### config.mk
export PLATFORM = sky130hd
export DESIGN_NAME = adc_seq_timer
export DESIGN_NICKNAME = d
export VERILOG_FILES = /design/src/rtl/adc_seq_pkg.sv /design/src/rtl/adc_bc_prescaler.sv /design/src/rtl/adc_phase_ctrl.sv /design/src/rtl/adc_sar_reg.sv /design/src/rtl/adc_seq_timer.sv
export SDC_FILE = /design/constraint.sdc
export NUM_CORES = 1
export LEC_CHECK = 0
export BUFFER_PORTS_ARGS = -buffer_cell sky130_fd_sc_hd__buf_2
export CAP_MARGIN = 20
export CORE_MARGIN = 3
export CORE_UTILIZATION = 51
export CTS_CLUSTER_DIAMETER = 150
export DETAILED_ROUTE_END_ITERATION = 6
export PLACE_DENSITY = 0.81
export SLEW_MARGIN = 15
export SYNTH_ARGS = -nofsm -noshare
export SYNTH_HDL_FRONTEND = slang
export SYNTH_HIERARCHICAL = 1
export SYNTH_SLANG_ARGS = --single-unit
### constraint.sdc
create_clock -name clk -period 1.6 [get_ports clk]
set_input_delay 0.16 -clock clk [delete_from_list [all_inputs] [get_ports clk]]
set_output_delay 0.16 -clock clk [all_outputs]
set_load 0.1 [all_outputs]
### src/rtl/adc_seq_pkg.sv
package adc_seq_pkg;
  typedef enum logic [1:0] {
    PH_IDLE   = 2'd0,
    PH_SAMPLE = 2'd1,
    PH_CONV   = 2'd2
  } phase_e;
endpackage

### src/rtl/adc_bc_prescaler.sv
// Basic conversion clock: one tick every (div_lim+1) module cycles while run.
module adc_bc_prescaler #(
  parameter int DIV_W = 6
) (
  input  logic             clk,
  input  logic             rst_n,
  input  logic             run,
  input  logic [DIV_W-1:0] div_lim,
  output logic             tick
);
  logic [DIV_W-1:0] cnt_q, cnt_d;
  logic             wrap;

  always_comb begin
    wrap  = (cnt_q == div_lim);
    cnt_d = cnt_q;
    if (!run)      cnt_d = '0;
    else if (wrap) cnt_d = '0;
    else           cnt_d = cnt_q + 1'b1;
  end

  always_ff @(posedge clk or negedge rst_n) begin
    if (!rst_n) cnt_q <= '0;
    else        cnt_q <= cnt_d;
  end

  assign tick = run & wrap;
endmodule

### src/rtl/adc_phase_ctrl.sv
// Phase sequencing: idle -> sample (counted in ticks) -> one step per bit.
module adc_phase_ctrl
  import adc_seq_pkg::*;
#(
  parameter int CNT_W = 8,
  parameter int IDX_W = 4
) (
  input  logic             clk,
  input  logic             rst_n,
  input  logic             accept,
  input  logic             tick,
  input  logic [CNT_W-1:0] smp_lim,
  input  logic [IDX_W-1:0] msb_idx,
  output phase_e           phase,
  output logic [IDX_W-1:0] step_idx,
  output logic             step_tick,
  output logic             last_step
);
  phase_e           phase_q, phase_d;
  logic [CNT_W-1:0] scnt_q, scnt_d;
  logic [IDX_W-1:0] idx_q, idx_d;

  always_comb begin
    phase_d = phase_q;
    scnt_d  = scnt_q;
    idx_d   = idx_q;
    unique case (phase_q)
      PH_IDLE: begin
        if (accept) begin
          phase_d = PH_SAMPLE;
          scnt_d  = '0;
        end
      end
      PH_SAMPLE: begin
        if (tick) begin
          if (scnt_q == smp_lim) begin
            phase_d = PH_CONV;
            idx_d   = msb_idx;
          end else begin
            scnt_d = scnt_q + 1'b1;
          end
        end
      end
      PH_CONV: begin
        if (tick) begin
          if (idx_q == '0) phase_d = PH_IDLE;
          else             idx_d   = idx_q - 1'b1;
        end
      end
      default: phase_d = PH_IDLE;
    endcase
  end

  always_ff @(posedge clk or negedge rst_n) begin
    if (!rst_n) begin
      phase_q <= PH_IDLE;
      scnt_q  <= '0;
      idx_q   <= '0;
    end else begin
      phase_q <= phase_d;
      scnt_q  <= scnt_d;
      idx_q   <= idx_d;
    end
  end

  assign phase     = phase_q;
  assign step_idx  = idx_q;
  assign step_tick = (phase_q == PH_CONV) && tick;
  assign last_step = step_tick && (idx_q == '0);
endmodule

### src/rtl/adc_sar_reg.sv
// Successive-approximation register, trial code and result capture.
module adc_sar_reg #(
  parameter int RES_W = 10,
  parameter int IDX_W = 4
) (
  input  logic             clk,
  input  logic             rst_n,
  input  logic             clear,
  input  logic             active,
  input  logic             step_tick,
  input  logic             last_step,
  input  logic [IDX_W-1:0] idx,
  input  logic             cmp,
  output logic [RES_W-1:0] trial,
  output logic [RES_W-1:0] result,
  output logic             done
);
  logic [RES_W-1:0] code_q, code_d, res_q, res_d, bit_sel;
  logic             done_q, done_d;

  always_comb begin
    bit_sel = '0;
    bit_sel[idx] = 1'b1;
    trial  = active ? (code_q | bit_sel) : '0;
    code_d = code_q;
    if (clear)          code_d = '0;
    else if (step_tick) code_d = cmp ? (code_q | bit_sel) : code_q;
    res_d  = last_step ? code_d : res_q;
    done_d = last_step;
  end

  always_ff @(posedge clk or negedge rst_n) begin
    if (!rst_n) begin
      code_q <= '0;
      res_q  <= '0;
      done_q <= 1'b0;
    end else begin
      code_q <= code_d;
      res_q  <= res_d;
      done_q <= done_d;
    end
  end

  assign result = res_q;
  assign done   = done_q;
endmodule

### src/rtl/adc_seq_timer.sv
// Top: reset release, start arbitration, profile capture, mode bit.
module adc_seq_timer
  import adc_seq_pkg::*;
#(
  parameter int DIV_W    = 6,
  parameter int SMP_W    = 6,
  parameter int RES_HI   = 10,
  parameter int RES_LO   = 8,
  parameter int SMP_UNIT = 4   // power of two
) (
  input  logic                         clk,
  input  logic                         rst_n,
  input  logic [DIV_W+SMP_W:0]         std_timing,
  input  logic [DIV_W+SMP_W:0]         inj_timing,
  input  logic                         start_std,
  input  logic                         start_inj,
  input  logic                         mode_wr,
  input  logic                         mode_wdata,
  input  logic                         cmp_in,
  output logic                         mode_o,
  output logic                         busy_o,
  output logic                         sample_o,
  output logic                         inj_active_o,
  output logic                         done_o,
  output logic [RES_HI-1:0]            sar_code_o,
  output logic [RES_HI-1:0]            result_o
);
  localparam int CFG_W  = 1 + DIV_W + SMP_W;
  localparam int UNIT_W = $clog2(SMP_UNIT);
  localparam int CNT_W  = SMP_W + UNIT_W;
  localparam int IDX_W  = $clog2(RES_HI);
  localparam logic [CNT_W:0]   ONE_W  = 1;
  localparam logic [IDX_W-1:0] MSB_HI = IDX_W'(RES_HI - 1);
  localparam logic [IDX_W-1:0] MSB_LO = IDX_W'(RES_LO - 1);

  // reset: asserted asynchronously, released on the clock
  logic [1:0] rs_q;
  logic       rst_core_n;
  always_ff @(posedge clk or negedge rst_n) begin
    if (!rst_n) rs_q <= '0;
    else        rs_q <= {rs_q[0], 1'b1};
  end
  assign rst_core_n = rs_q[1];

  phase_e           phase;
  logic             busy, accept, tick, step_tick, last_step;
  logic [IDX_W-1:0] step_idx;
  logic [CFG_W-1:0] cfg_q, cfg_d;
  logic             inj_q, inj_d, mode_q, mode_d;
  logic             res8;
  logic [DIV_W-1:0] div_lim;
  logic [SMP_W-1:0] smp_cnt;
  logic [CNT_W:0]   lim_w;
  logic [CNT_W-1:0] smp_lim;
  logic [IDX_W-1:0] msb_idx;

  assign busy   = (phase != PH_IDLE);
  assign accept = !busy && (start_std || start_inj);

  always_comb begin
    cfg_d  = cfg_q;
    inj_d  = inj_q;
    mode_d = mode_q;
    if (accept) begin
      cfg_d = start_inj ? inj_timing : std_timing;
      inj_d = start_inj;
    end
    if (mode_wr && !busy) mode_d = mode_wdata;
  end

  always_ff @(posedge clk or negedge rst_core_n) begin
    if (!rst_core_n) begin
      cfg_q  <= '0;
      inj_q  <= 1'b0;
      mode_q <= 1'b0;
    end else begin
      cfg_q  <= cfg_d;
      inj_q  <= inj_d;
      mode_q <= mode_d;
    end
  end

  always_comb begin
    res8    = cfg_q[CFG_W-1];
    div_lim = cfg_q[SMP_W +: DIV_W];
    smp_cnt = cfg_q[SMP_W-1:0];
    lim_w   = (((CNT_W+1)'(smp_cnt) + ONE_W) << UNIT_W) - ONE_W;
    smp_lim = lim_w[CNT_W-1:0];
    msb_idx = res8 ? MSB_LO : MSB_HI;
  end

  adc_bc_prescaler #(.DIV_W(DIV_W)) u_presc (
    .clk     (clk),
    .rst_n   (rst_core_n),
    .run     (busy),
    .div_lim (div_lim),
    .tick    (tick)
  );

  adc_phase_ctrl #(.CNT_W(CNT_W), .IDX_W(IDX_W)) u_phase (
    .clk       (clk),
    .rst_n     (rst_core_n),
    .accept    (accept),
    .tick      (tick),
    .smp_lim   (smp_lim),
    .msb_idx   (msb_idx),
    .phase     (phase),
    .step_idx  (step_idx),
    .step_tick (step_tick),
    .last_step (last_step)
  );

  adc_sar_reg #(.RES_W(RES_HI), .IDX_W(IDX_W)) u_sar (
    .clk       (clk),
    .rst_n     (rst_core_n),
    .clear     (accept),
    .active    (phase == PH_CONV),
    .step_tick (step_tick),
    .last_step (last_step),
    .idx       (step_idx),
    .cmp       (cmp_in),
    .trial     (sar_code_o),
    .result    (result_o),
    .done      (done_o)
  );

  assign busy_o       = busy;
  assign sample_o     = (phase == PH_SAMPLE);
  assign inj_active_o = busy && inj_q;
  assign mode_o       = mode_q;
endmodule

==> results.toml, run 1 <==
[setup_path]
crit_top_cell = "xnor2_2"
cp-end-kind = "flop"
crit_fanout = 8
slowest_stage = "dfrtp_2"
crit_end = "u_phase/step_idx[3]"
cp-start-kind = "flop"
crit_arrival_ns = 2.86
path_class = "flop to flop"
worstPathRequired_ns = 1.84
worstSetupStartpoint = "cfg_q[0]"
cpPeakStageDelay_ns = 0.42
r2r-end = "u_phase/step_idx[3]"
r2r_cells = 12
crit_chain = "ha_4 -> nand2b_4 -> xnor2_2 -> a21o_1 -> nand2_2 -> xnor2_2 -> xnor2_1 -> nand4_1 -> buf_6 -> buf_4 -> nor4_4 -> a21oi_1"
r2r_slack_ns = -1.01
timing.rr.start = "cfg_q[0]"

[sta]
final_max_slew_viol_count = 0
finalCritPeriodShare_pct = 163
finalSetupViolations = 45
skew_ns = 0.0174
postLayoutSetupSlackWorst_ns = -1.01
finalHoldViolations = 0
rsz0062_at_grt = "true"
relSlewSlack_pct = 65.5
period_minus_slack_ns = 2.61
tightest_slew_ns = 0.514
whs_ns = 0.0862
clock.fmax_mhz = 383

[cells_and_area]
num-nets-final = 534
syn_to_final_growth_pct = 57.3
design_area_sq_um = 5480
fill_cells = 318
diodes = 0
fin_cells = 579
layout-drive-gt1-share_pct = 54.8

[floorplanning]
initial_core_util_pct = 53.6
core_area_sq_um = 6490
dieHeight_um = 88.6
io_pins = 58
fp-row-count = 29
die_area_sq_um = 7860
fp.dieW_um = 88.6

[synthesis]
netlist_area_sq_um = 3480
syn-instance-count = 348
ys_ff_latch = 58
synthArstFlopShare_pct = 100
synth_edf_count = 0
seq_area_frac_synth_pct = 41.7
ys_types = 61
syn_area_per_cell_sq_um = 10.0
yosys_warnings = 6
synthFlopType = "dfrtp_1"

[power_and_ir_drop]
total_power_mw = 7.06
power_density_nw_per_um2 = 1290
leakagePower_nw = 2.54
irDropWorstVdd_mv = 1.51

[job]
drv_cap = 0

[drt]
route.vias.total = 3598
drc = 0
final_antenna_net_count = 0
totalWireLength_mm = 12.9
wl_per_cell_um = 22.2
drtIter0Drc = 294
firstDrtPassIters = 5
via_per_inst = 6.21

[run_status]
status = "complete, but fails checks"
violations = "setup timing"

[global_routing]
grt_start_max_net_pins = 27
grt_first_pass_wirelength_mm = 16.8
grt_pass1_vias = 3429
gr-total-overflow = 0
antenna_found_initial = 1
grt_usage_pct = 28.0

[clocking]
ctsHtreeMaxLevel = 3
clock-sinks = 58
clock_path_buffers = 2
numCtsBuffers = 9
clk_latency_ns = 0.37
cts_tree = "yes"
cts_root_buffer = "clkbuf_8"
clkTransAtPathRegs_ns = 0.07

[placed_design]
gp_congestion = 0.936
hpwl_mm = 6.05
port_buffers = 57
place_area_sq_um = 4480
placed_cells = 520

[hold_path]
hp-class = "input pin to flop"
layout make-up:
| type | instances | area, sq um | area share (%) |
|---|---|---|---|
| multi-input cells | 258 | 2290 | 41.7 |
| flip-flops and latches | 58 | 1460 | 26.6 |
| repair buffers | 158 | 1420 | 25.8 |
| clock buffers | 11 | 141 | 2.58 |
| well taps | 77 | 96.3 | 1.76 |
| inverters | 12 | 48.8 | 0.891 |
| clock inverters | 5 | 30.0 | 0.548 |
timing repair:
item	4_1_cts	5_1_grt
hold buffers	1	0
cloned	5	1
hold endpoints to repair	2	0
resized for setup	62	68
endpoints found under the setup margin	45	61
pin swaps	34	39
buffers inserted	16	24
Yosys cell counts, types with 4 or more instances:
cell,n,share of area (%)
xor2_1,9,2.3
nand3_1,8,1.1
nor3_1,7,1.0
o211ai_1,5,1.1
buf_4,4,0.86
a31oi_2,4,1.4
nand2_1,22,2.4
a21oi_1,22,3.2
nor2b_1,6,1.1
nand2b_1,14,2.5
a211oi_1,6,1.3
mux2i_1,20,5.7
buf_6,5,1.6
nand4_1,4,0.72
dfrtp_1,58,42
a31oi_1,5,0.90
o21a_1,10,2.2
inv_1,12,1.3
ha_1,4,1.4
nand2_2,4,0.72
xnor2_1,14,3.5
nor2_1,34,3.7
clkbuf_1,5,0.54
buf_2,6,0.86
critical path: cells and delay by family, from the launching register on:
family | cells | cell delay, ns
flip-flops | 1 | 0.42
adder cells (fa/ha/maj) | 1 | 0.26
XOR/XNOR | 3 | 0.55
AND/OR/NAND/NOR | 4 | 0.66
AO/OA/AOI/OAI | 2 | 0.27
buffers and inverters | 2 | 0.33
sequential cells by signal (all words and copies together) (netlist names):
signal / cells
cfg_q: 13
u_sar/code_q: 10
u_sar/result: 10
u_phase/scnt_q: 8
u_presc/cnt_q: 6
u_phase/step_idx: 4
rs_q: 2
u_phase/phase: 2
inj_q: 1
mode_o: 1
u_sar/done: 1
metal layers:
metal / global-route usage (%) / wire [um] / vias up
li1: - / - / 1531
met1: 32.9 / 4570 / 1719
met2: 48.7 / 6390 / 248
met3: 5.03 / 895 / 98
met4: 14.4 / 1000 / 2
met5: 0 / 11 / -
worst min path at each step:
stage / cells past startpoint / slack [ns] / from / to
finish: 2 / 0.09 / mode_wdata / mode_o
global route: 2 / 0.08 / mode_wdata / mode_o
CTS: 2 / 0.04 / mode_wdata / mode_o
detailed placement: 1 / -0.05 / rst_n / rs_q[0]
global placement: 1 / -0.05 / rst_n / rs_q[0]
floorplan: 0 / -0.14 / rst_n / rs_q[0]
power breakdown:
part / total, mW / switching [mW] / internal, mW
logic: 3.73 / 1.95 / 1.79
registers: 2.05 / 0.297 / 1.75
clock network: 1.27 / 0.678 / 0.596
kinds of logic after synthesis:
family / Yosys count / synth area share, %
AND/OR/NAND/NOR: 127 / 22.4
multiplexers: 21 / 6.07
flip-flops: 58 / 41.7
XOR/XNOR: 23 / 5.79
buffers and inverters: 35 / 5.53
adder cells (fa/ha/maj): 4 / 1.44
other: 1 / 0.108
AO/OA/AOI/OAI: 79 / 17.0
through the flow:
stage	setup TNS, ns	setup slack (ns)	utilization (%)
final	-24.47	-1.01	84.3
after global routing	-26.44	-1.05	84.3
after CTS	-17.29	-0.681	77.9
after detailed placement	-16.67	-0.824	68.9
after global placement	-14.03	-0.696	68.9
after floorplan	-23.99	-0.697	-
placed cells by master (no fill, tap or decap), types with 7 or more instances in the layout:
cell      synthesis  final
buf_12            0     17
buf_4             4     69
nand2_2           4      7
nand2_1          22     13
xor2_1            9      7
nand3_1           8      7
dfrtp_1          58     52
nand2b_1         14     12
inv_1            12     10
nor2_4            2     11
a21oi_1          22     18
mux2i_1          20     19
nor2_1           34     23
o21a_2            0      7
xnor2_1          14     11
clkbuf_8          0     10
buf_6             5     21
buf_2             6     44
No activity file was read; power rests on OpenSTA's default activity.
==> inputs of run 2 (changes only) <==
--- a/config.mk
+++ b/config.mk
@@ -12,6 +12,7 @@
 export CTS_CLUSTER_DIAMETER = 150
 export DETAILED_ROUTE_END_ITERATION = 6
 export PLACE_DENSITY = 0.81
+export RECOVER_POWER = 25
 export SLEW_MARGIN = 15
 export SYNTH_ARGS = -nofsm -noshare
 export SYNTH_HDL_FRONTEND = slang
==> run 2 against run 1 <==
Effect of this change:
- the run still ends with setup timing left
- core utilization shrank 0.27 points
- cell count stayed put
- critical path depth is the same
- wire length increased by 0.11%
- largest power group unchanged
==> results.toml, run 2 (synthesis gave the netlist of run 1 again) <==
[cells_and_area]
largest_reg_flops = 13
layout-drive-gt1-share_pct = 54.4
syn_to_final_growth_pct = 56.8
regMostFlops = "cfg_q"
mostFrequentLayoutCell = "buf_4"
fill_cells = 321
num-nets-final = 534
fin_cells = 579
final_cell_mix = "69 x buf_4, 53 x dfrtp_1, 43 x buf_2, 23 x nor2_1, 21 x buf_6"
diodes = 0
utilization_pct = 84.0
design_area_sq_um = 5460

[power_and_ir_drop]
power_density_nw_per_um2 = 1290
leakagePower_nw = 2.53
total_power_mw = 7.05
irDropWorstVdd_mv = 1.51

[sta]
period_minus_slack_ns = 2.61
finalCritPeriodShare_pct = 163
tightest_slew_ns = 0.679
clock.fmax_mhz = 383
final_max_slew_viol_count = 0
postLayoutSetupSlackWorst_ns = -1.01
relSlewSlack_pct = 54.8
rsz0062_at_grt = "true"
skew_ns = 0.0174
whs_ns = 0.0883
finalSetupViolations = 45
finalHoldViolations = 0

[setup_path]
crit_top_cell = "xnor2_2"
slowest_stage = "dfrtp_2"
cp-start-kind = "flop"
crit_fanout = 8
critical-path-top-delay-family = "simple AND/OR/NAND/NOR gates"
cp-end-kind = "flop"
crit_chain = "ha_4 -> nand2b_4 -> xnor2_2 -> a21o_1 -> nand2_2 -> xnor2_2 -> xnor2_1 -> nand4_1 -> buf_6 -> buf_4 -> nor4_4 -> a21oi_1"
path_class = "flop to flop"
path_buf_inv = 2
cpPeakStageDelay_ns = 0.42
crit_arrival_ns = 2.85
worstPathRequired_ns = 1.84

[global_routing]
grt_pass1_vias = 3429
grt_usage_pct = 28.0
antenna_found_initial = 1
grt_first_pass_wirelength_mm = 16.8
gr-total-overflow = 0
grt_start_max_net_pins = 27

[drt]
drc = 0
drtIter0Drc = 295
final_antenna_net_count = 0
firstDrtPassIters = 5
wl_per_cell_um = 22.2
totalWireLength_mm = 12.9
route.vias.total = 3619
via_per_inst = 6.25

[clocking]
clk_latency_ns = 0.37
cts_root_buffer = "clkbuf_8"
cts_tree = "yes"
numCtsBuffers = 9
clock-sinks = 58
clkTransAtPathRegs_ns = 0.08
ctsHtreeMaxLevel = 3
clock_path_buffers = 2

[floorplanning]
io_pins = 58
fp-row-count = 29
fp.dieW_um = 88.6
initial_core_util_pct = 53.6
core_area_sq_um = 6490
die_area_sq_um = 7860
dieHeight_um = 88.6

[placed_design]
gp_congestion = 0.936
placed_cells = 520
hpwl_mm = 6.05
place_area_sq_um = 4480
port_buffers = 57

[hold_path]
hp-class = "input pin to flop"

[run_status]
violations = "setup timing"
status = "complete, but fails checks"

[job]
drv_cap = 0
-- run 2: cell count changes in the layout (fill, tap and decap cells not counted), sizes merged --
cell    change
clkbuf      +2
buf         -2
-- run 2: routing by layer --
| metal | GRT usage [%] | vias up | wire [um] |
|---|---|---|---|
| met5 | 0 | - | 17 |
| met4 | 14.4 | 2 | 933 |
| met3 | 5.03 | 95 | 970 |
| met2 | 48.7 | 261 | 6400 |
| met1 | 32.9 | 1723 | 4560 |
| li1 | - | 1538 | - |
-- run 2: per-stage QoR --
step | setup TNS (ns) | worst slack [ns]
after floorplan | -23.99 | -0.697
after global placement | -14.03 | -0.696
after detailed placement | -16.67 | -0.824
after CTS | -17.29 | -0.681
after global routing | -26.44 | -1.05
final | -24.40 | -1.01
-- run 2: worst register-to-register path: stages, from the launching register on --
cell and delay (ns):
dfrtp_2 0.42, ha_4 0.26, nand2b_4 0.15, xnor2_2 0.20
a21o_1 0.18, nand2_2 0.08, xnor2_2 0.13, xnor2_1 0.22
nand4_1 0.16, buf_6 0.18, buf_4 0.14, nor4_4 0.27
a21oi_1 0.09
-- run 2: final cells by class --
class	instances	area (sq um)	area share, %
clock buffers	11	141	2.59
clock inverters	5	30.0	0.550
inverters	12	48.8	0.894
multi-input cells	258	2290	41.9
flip-flops and latches	58	1460	26.7
well taps	77	96.3	1.76
repair buffers	158	1400	25.6
-- run 2: worst paths after layout --
kind                       slack [ns]                   to  startpoint  depth (start not counted)
min                              0.09                inj_q   start_std                          3
max in group asynchronous        0.43             cfg_q[0]     rs_q[1]                          1
min reg2reg                      0.27      u_sar/result[4]     rs_q[1]                          0
max                             -1.01  u_phase/step_idx[3]    cfg_q[0]                         12
min in group asynchronous        0.20              rs_q[0]       rst_n                          2
max reg2reg                     -1.01  u_phase/step_idx[3]    cfg_q[0]                         12
-- run 2: timing repair --
action	in CTS	in global routing
hold buffers	1	0
pin swaps	34	39
hold endpoints to repair	2	0
buffers inserted	16	24
gates resized for setup	62	68
setup endpoints to repair	45	61
cloned	5	1
-- run 2: report_power, final --
| part | switching, mW | internal (mW) | total [mW] |
|---|---|---|---|
| combinational | 1.94 | 1.78 | 3.72 |
| clock | 0.678 | 0.596 | 1.27 |
| sequential | 0.297 | 1.75 | 2.05 |
==> inputs of run 3 (changes only) <==
--- a/config.mk
+++ b/config.mk
@@ -11,6 +11,7 @@
 export CORE_UTILIZATION = 51
 export CTS_CLUSTER_DIAMETER = 150
 export DETAILED_ROUTE_END_ITERATION = 6
+export GPL_TIMING_DRIVEN = 0
 export PLACE_DENSITY = 0.81
 export RECOVER_POWER = 25
 export SLEW_MARGIN = 15
@@ -18,3 +19,4 @@
 export SYNTH_HDL_FRONTEND = slang
 export SYNTH_HIERARCHICAL = 1
 export SYNTH_SLANG_ARGS = --single-unit
+export TNS_END_PERCENT = 30
==> run 3 against run 2 <==
Effect of this change:
- the run still ends with setup timing left
- critical path type unchanged
- worst hold slack worse by 0.0094 ns
- clock power up 32%
- largest cell class unchanged
- clock skew down 0.0010 ns
- highest routed layer is now met4
- sequential share of layout area up 3.7 points
==> results.toml, run 3 (synthesis gave the netlist of run 1 again) <==
[run_status]
status = "complete, but fails checks"
violations = "setup timing"

[floorplanning]
die_area_sq_um = 7860
fp-row-count = 29
dieHeight_um = 88.6
initial_core_util_pct = 53.6
fp.dieW_um = 88.6
core_area_sq_um = 6490
io_pins = 58

[global_routing]
grt_pass1_vias = 3075
antenna_found_initial = 0
grt_first_pass_wirelength_mm = 14.7
grt_usage_pct = 24.3
gr-total-overflow = 0
grt_start_max_net_pins = 57

[cells_and_area]
largest_reg_flops = 13
regArea_sq_um = 1460
fin_cells = 530
mostFrequentLayoutCell = "dfrtp_1"
syn_to_final_growth_pct = 37.9
final_cell_mix = "50 x dfrtp_1, 46 x buf_2, 33 x nor2_1, 29 x buf_4"
diodes = 0
multi_input_area_sq_um = 2070
regMostFlops = "cfg_q"
utilization_pct = 73.9
fill_cells = 395
num-nets-final = 485
layout-drive-gt1-share_pct = 42.4

[power_and_ir_drop]
power_density_nw_per_um2 = 1490
leakagePower_nw = 2.21
comb_power_share_pct = 47.3
swShare_pct = 38.3
clkPwrFrac_pct = 23.6
irDropWorstVdd_mv = 1.34
total_power_mw = 7.13
p_int_mw = 4.40
seqPwrFrac_pct = 29.1
switchingPower_mw = 2.73

[drt]
drc = 0
drtIter0Drc = 201
totalWireLength_mm = 9.09
wl_per_cell_um = 17.1
firstDrtPassIters = 5
final_antenna_net_count = 0
route.vias.total = 3085
via_per_inst = 5.82

[sta]
skew_ns = 0.0163
tightest_slew_ns = 1.21
rsz0062_at_grt = "true"
period_minus_slack_ns = 2.44
postLayoutSetupSlackWorst_ns = -0.839
final_max_slew_viol_count = 0
clock.fmax_mhz = 410
finalCritPeriodShare_pct = 152
tns_ns = -22.70
relSlewSlack_pct = 19.4
finalSetupViolations = 45
finalHoldViolations = 0

[setup_path]
crit_arrival_ns = 2.66
path_class = "flop to flop"
cp-end-kind = "flop"
crit_fanout = 8
cp-start-kind = "flop"
worstPathRequired_ns = 1.82

[placed_design]
placed_cells = 484
hpwl_mm = 5.33
port_buffers = 56
gp_congestion = 0.814

[clocking]
ctsHtreeMaxLevel = 3
cts_tree = "yes"
clock_path_buffers = 2
cts_root_buffer = "clkbuf_8"
clk_latency_ns = 0.34
clock-sinks = 58
clkTransAtPathRegs_ns = 0.07
numCtsBuffers = 9

[hold_path]
hp-class = "input pin to flop"

[job]
drv_cap = 0
## run 3: cell count changes in the layout (fill, tap and decap cells not counted), moves of 5 or more
| cell | before | now |
|---|---|---|
| nor2_4 | 11 | 2 |
| o21a_1 | 0 | 10 |
| buf_8 | 6 | 0 |
| o21a_2 | 7 | 0 |
| buf_6 | 21 | 15 |
| buf_12 | 16 | 10 |
| buf_4 | 69 | 29 |
| nand2_1 | 13 | 18 |
| nor2_1 | 23 | 33 |
## run 3: final cells by class
class | instances | share of cell area (%)
clock inverter | 4 | 2.06
clock buffer | 12 | 3.02
multi-input combinational | 258 | 43.2
tap | 77 | 2.01
buffer | 20 | 3.36
inverter | 12 | 1.02
sequential | 58 | 30.4
timing repair buffer | 89 | 14.9
## run 3: layer usage
layer / up-vias / global-route usage, % / routed length [um]
met3: 32 / 3.63 / 427
met2: 114 / 40.8 / 4630
met4: 0 / 12.0 / 264
met1: 1501 / 30.5 / 3760
li1: 1438 / - / -
met5: - / 0 / 0
## run 3: power groups by stage
stage          Clock [mW]  Combinational, mW  Sequential, mW
6_report             1.68               3.37            2.08
5_1_grt              1.76               3.63            2.13
4_1_cts              1.70               3.04            2.06
3_5_place_dp            0               2.41            2.12
3_3_place_gp            0               2.30            2.12
2_1_floorplan           0               1.92            2.14
## run 3: metrics by stage
stage / cell area [sq um] / hold WS (ns) / setup WS (ns)
floorplan: 3580 / -0.136 / -0.697
global placement: 3960 / -0.0546 / -0.972
detailed placement: 3960 / -0.0519 / -1.04
CTS: 4640 / 0.0547 / -0.741
global route: 4800 / 0.0728 / -0.942
finish: 4800 / 0.0789 / -0.839
## run 3: what timing repair did
item,in CTS,in global routing
gates resized for setup,76,24
setup endpoints to repair,53,58
gates cloned,1,0
hold buffers,1,0
setup buffers,23,8
endpoints found under the hold margin,2,0
pin swaps,25,26
## run 3: final timing paths
path / start / to / slack, ns / depth (start not counted)
max: cfg_q[0] / u_phase/step_idx[0] / -0.84 / 10
min: mode_wdata / mode_o / 0.08 / 2
max reg2reg: cfg_q[0] / u_phase/step_idx[0] / -0.84 / 10
min reg2reg: rs_q[0] / rs_q[1] / 0.35 / 0
max in group asynchronous: rs_q[1] / cfg_q[0] / 0.26 / 0
min in group asynchronous: rst_n / rs_q[0] / 0.13 / 2
## run 3: worst max-delay path, stage by stage (launching register included)
cell and delay, ns:
dfrtp_2 0.45, ha_4 0.20, a31oi_4 0.19, a41oi_2 0.07, nor3b_2 0.20, a21oi_2 0.05, xnor2_1 0.22, xnor2_1 0.19
and4_4 0.34, a311oi_2 0.12, a311o_1 0.28
